File: src/rtl/trig_timer_pkg.sv
package trig_timer_pkg;
  typedef enum logic [1:0] {
    MODE_FREE        = 2'd0,
    MODE_CAPTURE     = 2'd1,
    MODE_SHORTEN     = 2'd2,
    MODE_CAPTURE_ALT = 2'd3
  } tmr_mode_e;

  localparam int FLAG_N    = 2;
  localparam int FLAG_CMP  = 0;
  localparam int FLAG_EDGE = 1;
endpackage

File: src/rtl/trig_timer_insync.sv
module trig_timer_insync #(
  parameter int PIN_N  = 4,
  parameter int SEL_W  = 2,
  parameter int STAGES = 2
) (
  input  logic             clk,
  input  logic             rst_n,
  input  logic [PIN_N-1:0] pins_i,
  input  logic [SEL_W-1:0] sel_i,
  output logic             rise_o,
  output logic             fall_o
);
  // chain[0..STAGES-1] synchronizer, chain[STAGES] previous synced level
  logic [STAGES:0] chain_q, chain_d;
  logic            raw;

  always_comb begin
    raw     = pins_i[sel_i];
    chain_d = {chain_q[STAGES-1:0], raw};
  end

  always_ff @(posedge clk or negedge rst_n) begin
    if (!rst_n) chain_q <= '0;
    else        chain_q <= chain_d;
  end

  always_comb begin
    rise_o = chain_q[STAGES-1] & ~chain_q[STAGES];
    fall_o = ~chain_q[STAGES-1] & chain_q[STAGES];
  end
endmodule

File: src/rtl/trig_timer_prescale.sv
module trig_timer_prescale (
  input  logic clk,
  input  logic rst_n,
  input  logic en_i,
  output logic tick_o
);
  logic phase_q, phase_d;

  always_comb phase_d = en_i ? ~phase_q : 1'b0;

  always_ff @(posedge clk or negedge rst_n) begin
    if (!rst_n) phase_q <= 1'b0;
    else        phase_q <= phase_d;
  end

  assign tick_o = en_i & phase_q;
endmodule

File: src/rtl/trig_timer_core.sv
module trig_timer_core
  import trig_timer_pkg::*;
#(
  parameter int CNT_W = 16
) (
  input  logic             clk,
  input  logic             rst_n,
  input  logic             en_i,
  input  tmr_mode_e        mode_i,
  input  logic             tick_i,
  input  logic             rise_i,
  input  logic             fall_i,
  input  logic [CNT_W-1:0] cmp_i,
  input  logic             cap_en_i,
  output logic [CNT_W-1:0] cnt_o,
  output logic [CNT_W-1:0] cap_o,
  output logic             cmp_evt_o,
  output logic             cap_evt_o,
  output logic             out_o
);
  localparam logic [CNT_W-1:0] CNT_ONE = CNT_W'(1);

  logic [CNT_W-1:0] cnt_q, cnt_d, cap_q, cap_d;
  logic             run_q, run_d, out_q, out_d;
  logic             trig_mode, shorten, start, stop, adv, hit;

  always_comb begin
    trig_mode = (mode_i != MODE_FREE);
    shorten   = (mode_i == MODE_SHORTEN);
    start     = en_i & trig_mode & ~run_q & rise_i;
    stop      = en_i & trig_mode & run_q & fall_i;
    // advancing edge: free mode on every tick, triggered only while running
    adv       = en_i & tick_i & (trig_mode ? (run_q & ~fall_i) : 1'b1);
    hit       = adv & (cnt_q == cmp_i);

    cnt_d = cnt_q;
    run_d = run_q;
    cap_d = cap_q;
    out_d = out_q;

    if (!en_i) begin
      cnt_d = '0;
      run_d = 1'b0;
    end else if (!trig_mode) begin
      run_d = 1'b0;
      if (adv) cnt_d = hit ? '0 : cnt_q + CNT_ONE;
    end else if (start) begin
      cnt_d = '0;
      run_d = 1'b1;
    end else if (stop) begin
      run_d = 1'b0;
    end else if (adv) begin
      cnt_d = cnt_q + CNT_ONE;
    end

    if (stop && cap_en_i) cap_d = cnt_q;

    if (!en_i || !shorten) out_d = 1'b0;
    else if (start || stop) out_d = 1'b0;
    else if (hit)           out_d = 1'b1;
  end

  always_ff @(posedge clk or negedge rst_n) begin
    if (!rst_n) begin
      cnt_q <= '0;
      cap_q <= '0;
      run_q <= 1'b0;
      out_q <= 1'b0;
    end else begin
      cnt_q <= cnt_d;
      cap_q <= cap_d;
      run_q <= run_d;
      out_q <= out_d;
    end
  end

  assign cnt_o     = cnt_q;
  assign cap_o     = cap_q;
  assign cmp_evt_o = hit;
  assign cap_evt_o = stop & cap_en_i;
  assign out_o     = out_q;
endmodule

File: src/rtl/trig_timer_flags.sv
module trig_timer_flags #(
  parameter int N = 2
) (
  input  logic         clk,
  input  logic         rst_n,
  input  logic [N-1:0] set_i,
  input  logic [N-1:0] clr_i,
  input  logic [N-1:0] en_i,
  output logic [N-1:0] flag_o,
  output logic         irq_o
);
  logic [N-1:0] flag_q, flag_d;

  for (genvar i = 0; i < N; i++) begin : g_flag
    always_comb flag_d[i] = set_i[i] | (flag_q[i] & ~clr_i[i]);

    always_ff @(posedge clk or negedge rst_n) begin
      if (!rst_n) flag_q[i] <= 1'b0;
      else        flag_q[i] <= flag_d[i];
    end
  end

  assign flag_o = flag_q;
  assign irq_o  = |(flag_q & en_i);
endmodule

File: src/rtl/trig_timer_ch.sv
module trig_timer_ch
  import trig_timer_pkg::*;
#(
  parameter int  CNT_W = 16,
  parameter int  PIN_N = 4,
  localparam int SEL_W = (PIN_N > 1) ? $clog2(PIN_N) : 1
) (
  input  logic             clk,
  input  logic             rst_n,
  input  logic [PIN_N-1:0] pins_i,
  input  logic [SEL_W-1:0] pin_sel_i,
  input  logic [1:0]       mode_i,
  input  logic             enable_i,
  input  logic [CNT_W-1:0] cmp_val_i,
  input  logic             cap_en_i,
  input  logic [1:0]       irq_en_i,
  input  logic [1:0]       flag_clr_i,
  output logic [CNT_W-1:0] cnt_o,
  output logic [CNT_W-1:0] cap_val_o,
  output logic             cmp_flag_o,
  output logic             edge_flag_o,
  output logic             irq_o,
  output logic             out_o
);
  tmr_mode_e         mode_e;
  logic              tick, rise, fall, cmp_evt, cap_evt;
  logic [FLAG_N-1:0] flag_set, flags;

  always_comb mode_e = tmr_mode_e'(mode_i);

  trig_timer_insync #(.PIN_N(PIN_N), .SEL_W(SEL_W), .STAGES(2)) u_sync (
    .clk(clk), .rst_n(rst_n), .pins_i(pins_i), .sel_i(pin_sel_i),
    .rise_o(rise), .fall_o(fall)
  );

  trig_timer_prescale u_pre (
    .clk(clk), .rst_n(rst_n), .en_i(enable_i), .tick_o(tick)
  );

  trig_timer_core #(.CNT_W(CNT_W)) u_core (
    .clk(clk), .rst_n(rst_n), .en_i(enable_i), .mode_i(mode_e),
    .tick_i(tick), .rise_i(rise), .fall_i(fall), .cmp_i(cmp_val_i),
    .cap_en_i(cap_en_i), .cnt_o(cnt_o), .cap_o(cap_val_o),
    .cmp_evt_o(cmp_evt), .cap_evt_o(cap_evt), .out_o(out_o)
  );

  always_comb begin
    flag_set            = '0;
    flag_set[FLAG_CMP]  = cmp_evt;
    flag_set[FLAG_EDGE] = cap_evt;
  end

  trig_timer_flags #(.N(FLAG_N)) u_flags (
    .clk(clk), .rst_n(rst_n), .set_i(flag_set), .clr_i(flag_clr_i),
    .en_i(irq_en_i), .flag_o(flags), .irq_o(irq_o)
  );

  assign cmp_flag_o  = flags[FLAG_CMP];
  assign edge_flag_o = flags[FLAG_EDGE];
endmodule

File: config.mk
export PLATFORM = sky130hd
export DESIGN_NAME = trig_timer_ch
export DESIGN_NICKNAME = d
export VERILOG_FILES = /design/src/rtl/trig_timer_pkg.sv /design/src/rtl/trig_timer_insync.sv /design/src/rtl/trig_timer_prescale.sv /design/src/rtl/trig_timer_core.sv /design/src/rtl/trig_timer_flags.sv /design/src/rtl/trig_timer_ch.sv
export SDC_FILE = /design/constraint.sdc
export NUM_CORES = 1
export LEC_CHECK = 0
export CAP_MARGIN = 20
export CELL_PAD_IN_SITES_DETAIL_PLACEMENT = 0
export CELL_PAD_IN_SITES_GLOBAL_PLACEMENT = 1
export CORE_AREA = 2 2 80 90
export DETAILED_ROUTE_END_ITERATION = 10
export DIE_AREA = 0 0 82 92
export PLACE_DENSITY_LB_ADDON = 0.1
export REMOVE_ABC_BUFFERS = 1
export SYNTH_ARGS = -nofsm -noshare
export SYNTH_HDL_FRONTEND = slang
export SYNTH_SLANG_ARGS = --single-unit
File: constraint.sdc
create_clock -name clk -period 1.9 [get_ports clk]
set_clock_uncertainty 0.1 [all_clocks]
set_input_delay 0.38 -clock clk [delete_from_list [all_inputs] [get_ports clk]]
set_output_delay 0.38 -clock clk [all_outputs]
set_load 0.02 [all_outputs]
# After elaboration in Yosys (flattened, before gate mapping)
# Index checks and enable logic that the tools add are counted.
[totals] word_cells=68 regBits=40 output_inout_bits=36
[op_classes] bitwise_logic=25 n_mux=18 reduce_logical=9 add_sub_neg=1 n_lt_le_gt_ge=1 n_eq_ne=6
[op_table] cell="$mux 16" n=7
[op_table] cell="$add 16x1->16 const B" n=1
[op_table] cell="$eq 16x16->1" n=1
[op_table] cell="$and 1x1->1" n=15
[op_table] cell="$mux 1" n=10
[op_table] cell="$ne 4x4->1 const B" n=2
[op_table] cell="$not 1->1" n=7
[op_table] cell="$ne 4x1->1 const B" n=1
[op_table] cell="$lt 2x3->1 const B" n=1
[op_table] cell="$ne 3x1->1 const B" n=1
[op_table] cell="$reduce_and 3->1" n=1
[op_table] cell="$reduce_bool 3->1" n=1
[op_table] cell="$and 2x2->2" n=1
[op_table] cell="$bmux 1 s2" n=1
[op_table] cell="$eq 2x2->1 const B" n=1
[op_table] cell="$logic_not 1->1" n=2
[op_table] cell="$logic_or 1x1->1" n=2
[op_table] cell="$or 1x1->1" n=2
[op_table] cell="$reduce_bool 2->1" n=1
[op_table] cell="$reduce_or 2->1" n=1
[op_table] cell="$logic_and 1x1->1" n=1

# Longest topological paths before layout
[logic_depth] word_depth=11 ltp_mapped=7 ltp_nobuf=5

# Cells and area by module
# Synthesis repeated with hierarchy kept, for this count alone.
[unflattened] cells_unflattened=175 hier_area_um2=2063.2
[by_module_without_submodules] mod="trig_timer_core" n_inst=1 cells_per_inst=159 area_per_inst_um2=1829.3 seq_area_each_um2=850.8
[by_module_without_submodules] mod="trig_timer_insync" n_inst=1 cells_per_inst=6 area_per_inst_um2=110.1 seq_area_each_um2=75.1
[by_module_without_submodules] mod="trig_timer_flags" n_inst=1 cells_per_inst=7 area_per_inst_um2=82.6 seq_area_each_um2=50.0
[by_module_without_submodules] mod="trig_timer_prescale" n_inst=1 cells_per_inst=3 area_per_inst_um2=41.3 seq_area_each_um2=25.0

# Least setup slack after synthesis
# OpenSTA, ideal clock, no wires.
[synth_path] path_kind="reg-to-reg" start="register u_core.cnt_q[4], in the netlist u_core.cnt_o[4]" end="register u_core.cnt_q[10], in the netlist u_core.cnt_o[10]" path_slack_ps=-130 t_arrival_ps=1811 synth_period_minus_slack_ps=2030 stages_incl_launch_ff=8 path_buffers=2 cell_sequence="dfrtp_1 buf_6 xnor2_2 nand4_1 or4_4 o21ai_4 buf_6 nor2_1"
[synth_via] elab_chain_len=6 word_cells_on_any_way=10 cone_classes="add/sub (1); eq/ne (1); mux (7); bitwise (1)"
[synth_lines] item="start: declaration" line="trig_timer_core.sv:23" text="logic [CNT_W-1:0] cnt_q, cnt_d, cap_q, cap_d;"
[synth_lines] item="start signal: assignment" line="trig_timer_core.sv:70" text="cnt_q <= cnt_d;"
[synth_lines] item="$add 16x1->16 or $eq 16x16->1 (tied branches)" line="trig_timer_core.sv:46, trig_timer_core.sv:53, trig_timer_core.sv:34"
[synth_lines] item="$mux 16 or $and 1x1->1 (tied branches)" line="trig_timer_core.sv:52, trig_timer_core.sv:34"
[synth_lines] item="$mux 16, on equally long branches" line="trig_timer_core.sv:50, trig_timer_core.sv:46"
[synth_lines] item="$mux 16, on equally long branches" line="trig_timer_core.sv:47, trig_timer_core.sv:46"
[synth_lines] item="$mux 16 *" line="trig_timer_core.sv:44" text="end else if (!trig_mode) begin"
[synth_lines] item="$mux 16 *" line="trig_timer_core.sv:41" text="if (!en_i) begin"
# Mark *: on every way between the ends. The rest lies on a longest branch, timed or not. The select of a mux whose other input is x is not followed.
# A chain may end at the register's enable or synchronous reset.

# Worst setup path after layout
[layout_path] start="input cmp_val_i[5]" end="register u_core.cnt_q[1], in the netlist u_core.cnt_o[1]"
[layout_via] elab_chain_len=6
[layout_lines] item="start: declaration" line="trig_timer_ch.sv:14" text="input logic [CNT_W-1:0] cmp_val_i,"
[layout_lines] item="$eq 16x16->1" line="trig_timer_core.sv:34" text="hit = adv & (cnt_q == cmp_i);"
[layout_lines] item="$and 1x1->1" line="trig_timer_core.sv:34"
[layout_lines] item="$mux 16 (2 in a row)" line="trig_timer_core.sv:46" text="if (adv) cnt_d = hit ? '0 : cnt_q + CNT_ONE;"
[layout_lines] item="$mux 16" line="trig_timer_core.sv:44"
[layout_lines] item="$mux 16" line="trig_timer_core.sv:41"
# Every way passes these cells. The select of a mux whose other input is x is not followed.

==> flow_summary.json <==
{
  "power_leakage_nw": 1.55,
  "synth_area_leaders": "dfrtp_1 (49%), mux2_2 (8.8%), xnor2_1 (6.4%), xor2_1 (4.7%), nor2_1 (2.7%)",
  "grt_pass1_vias": 1808,
  "min_to": "u_sync.chain_q[1]",
  "drive_gt1_share_pct": 33.1,
  "worst_r2r_path_depth": 7,
  "die_area_sq_mm": 0.00754,
  "io_pins": 68,
  "synth_edf_count": 0,
  "area_delta_synth_final_pct": 59.8,
  "die_w_um": 82,
  "fillers": 659,
  "portBuffers": 67,
  "grt_max_degree": 20,
  "ys_types": 46,
  "hold_path.class": "register to register",
  "hold_depth": 0,
  "r2r_slack_ns": 0,
  "fin_nets": 322,
  "synth_common_cells": "dfrtp_1 (40), mux2_2 (16), nor2_1 (15), xnor2_1 (15), xor2_1 (11)",
  "cts_sinks": 40,
  "antenna_found_initial": 0,
  "drv_slew": 0,
  "yosysTopAreaCell": "dfrtp_1",
  "min_from": "u_sync.chain_q[0]",
  "worstMarginPinSlew_ns": 0.421,
  "end_kind": "register",
  "yosysSeqAreaShare_pct": 48.7,
  "r2r_start": "u_core.cnt_o[6]",
  "ys_ff_latch": 40,
  "clk_pin_slew_ns": 0.07,
  "tns_ns": -0.0402,
  "finalSetupViolCount": 6,
  "powerDensity_mw_per_mm2": 489,
  "rsz0062_at_grt": "yes",
  "grt_use_total_pct": 15.3,
  "drt_pre_antenna_iters": 4,
  "cp.arrival_ns": 1.98,
  "routed_wl_um": 5510,
  "gp_congestion": 0.860,
  "ys_warn_count": 0,
  "dp_hpwl_um": 4230,
  "clockBufferDepth": 2,
  "root_buffer": "clkbuf_8",
  "worstPathRequired_ns": 1.97,
  "overflow": 0,
  "fmax_mhz": 523,
  "synthArstFlopShare_pct": 100,
  "outcome": "complete, but fails checks",
  "min_period_ns": 1.91,
  "r2r_end": "u_core.cnt_o[14]",
  "antenna_cells": 0,
  "slew_headroom_pct": 71.9,
  "critPathMaxFanout": 5,
  "yosys.area.top_type_share_pct": 48.7,
  "fin_crit_sh_pct": 101,
  "start_kind": "input pin",
  "grt_pass1_wl_um": 8780,
  "clock_latency_ns": 0.28,
  "route.detailed.drc": 0,
  "synthFlopType": "dfrtp_1",
  "drtIter0Drc": 59,
  "postSynthCellCount": 177,
  "fp.dieH_um": 92,
  "final_antenna_net_count": 0,
  "avgViaCountPerCell": 4.68,
  "layout_setup_ws_ns": -0.0130,
  "cts_tree": "done",
  "whs_ns": 0.252,
  "syn_area_sq_mm": 0.00206,
  "synth.most_common_cell": "dfrtp_1",
  "coreArea_sq_mm": 0.00673,
  "cts_buffers": 5,
  "violations": "negative setup slack",
  "avgSynthCellArea_sq_um": 11.6,
  "initial_core_util_pct": 30.6,
  "dr_total_vias": 1742,
  "finalHoldViolCount": 0,
  "path_class": "input pin to register",
  "fp-row-count": 32,
  "wl_per_cell_um": 14.8,
  "peakVddDrop_mv": 0.218,
  "htreeDepth": 2,
  "maxCapViolCount": 0
}
cell type report:
type | instances | area (sq um) | share of cell area, %
Clock buffer | 5 | 68.8 | 2.09
Inverter | 7 | 26.3 | 0.799
Multi-Input combinational cell | 123 | 1050 | 31.9
Sequential cell | 40 | 1000 | 30.5
Tap cell | 85 | 106 | 3.24
Timing Repair Buffer | 112 | 1030 | 31.5
worst max-delay path by stage:
stage | startpoint | end
6_report | cmp_val_i[5] | u_core.cnt_o[1]
5_1_grt | u_core.cnt_o[6] | u_core.cnt_o[15]
4_1_cts | u_core.cnt_o[7] | u_core.cnt_o[14]
3_5_place_dp | cmp_val_i[4] | u_core.cnt_o[0]
3_3_place_gp | cmp_val_i[13] | u_core.cnt_o[0]
2_1_floorplan | u_sync.chain_q[1] | u_core.cap_o[0]
placed cells by master, fill, tap and decap left out, types with 2 or more instances in the layout:
cell type         n
o21ai_4           2
nor2_4            4
o21ai_0           4
nand2_1           7
dfrtp_1          39
o31ai_2           2
xor2_1           11
xnor2_1          15
nor2_1            6
nor2_2            5
dlygate4sd2_1    18
a211oi_1          2
clkdlybuf4s50_1  43
clkbuf_8          5
dlymetal6s2s_1    5
nand3_1           5
buf_6             7
nand4_1           5
buf_4            36
or4_4             2
nor3_1            2
o2111ai_1         4
o211ai_1          3
a21oi_2           3
mux2_2           16
inv_1             7
sequential cells by signal, indices dropped and copies added (netlist names):
name            count
u_flags.flag_o      2
u_core.out_o        1
u_sync.chain_q      3
u_core.run_q        1
u_core.cap_o       16
u_core.cnt_o       16
u_pre.phase_q       1
routing by layer:
layer | track usage (%) | share of wire, % | vias up
li1 | - | - | 853
met1 | 20.1 | 44 | 828
met2 | 24.6 | 49 | 53
met3 | 3.84 | 5.3 | 8
met4 | 4.86 | 1.5 | 0
met5 | 0 | 0 | -
stage by stage:
step	worst slack, ns	utilization (%)	cells	total power [mW]	instance area [sq um]
floorplan	-0.171	-	170	0.961	1990
detailed placement	-0.445	46.0	365	1.11	3100
finish	-0.0130	48.9	372	1.61	3290
global route	-0.118	48.9	372	1.68	3290
CTS	-0.0255	47.3	372	1.63	3180
global placement	-0.406	46.0	365	1.11	3100
power breakdown:
group          total (mW)  internal (mW)  switching (mW)
Combinational       0.233          0.126           0.107
Sequential          0.872          0.863         0.00904
Clock               0.501          0.237           0.264
Total                1.61           1.23           0.380
kinds of logic (layout without fill, tap and decap cells):
group / after synthesis / count (layout) / synth area share [%]
and+or+nand+nor: 48 / 48 / 13.2
DFF: 40 / 40 / 48.7
AOI/OAI and AO/OA: 29 / 29 / 10.8
xor gates and xnor gates: 27 / 27 / 11.9
muxes: 17 / 17 / 9.85
buffers and inverters: 14 / 124 / 4.56
adders and majority gates: 2 / 2 / 1.09
timing repair:
action	4_1_cts	5_1_grt
resized for setup	23	30
hold buffers	1	0
endpoints found under the setup margin	25	31
pin swaps	12	13
hold endpoints to repair	14	0
buffers inserted	1	0
worst max-delay path, stage by stage:
cell and delay (ns):
clkdlybuf4s50_1 0.47, xnor2_1 0.12, nand4_1 0.14, or4_4 0.46, o21ai_4 0.19, buf_6 0.17, o31ai_2 0.06
Note: power is estimated with default switching activity, not from simulation.
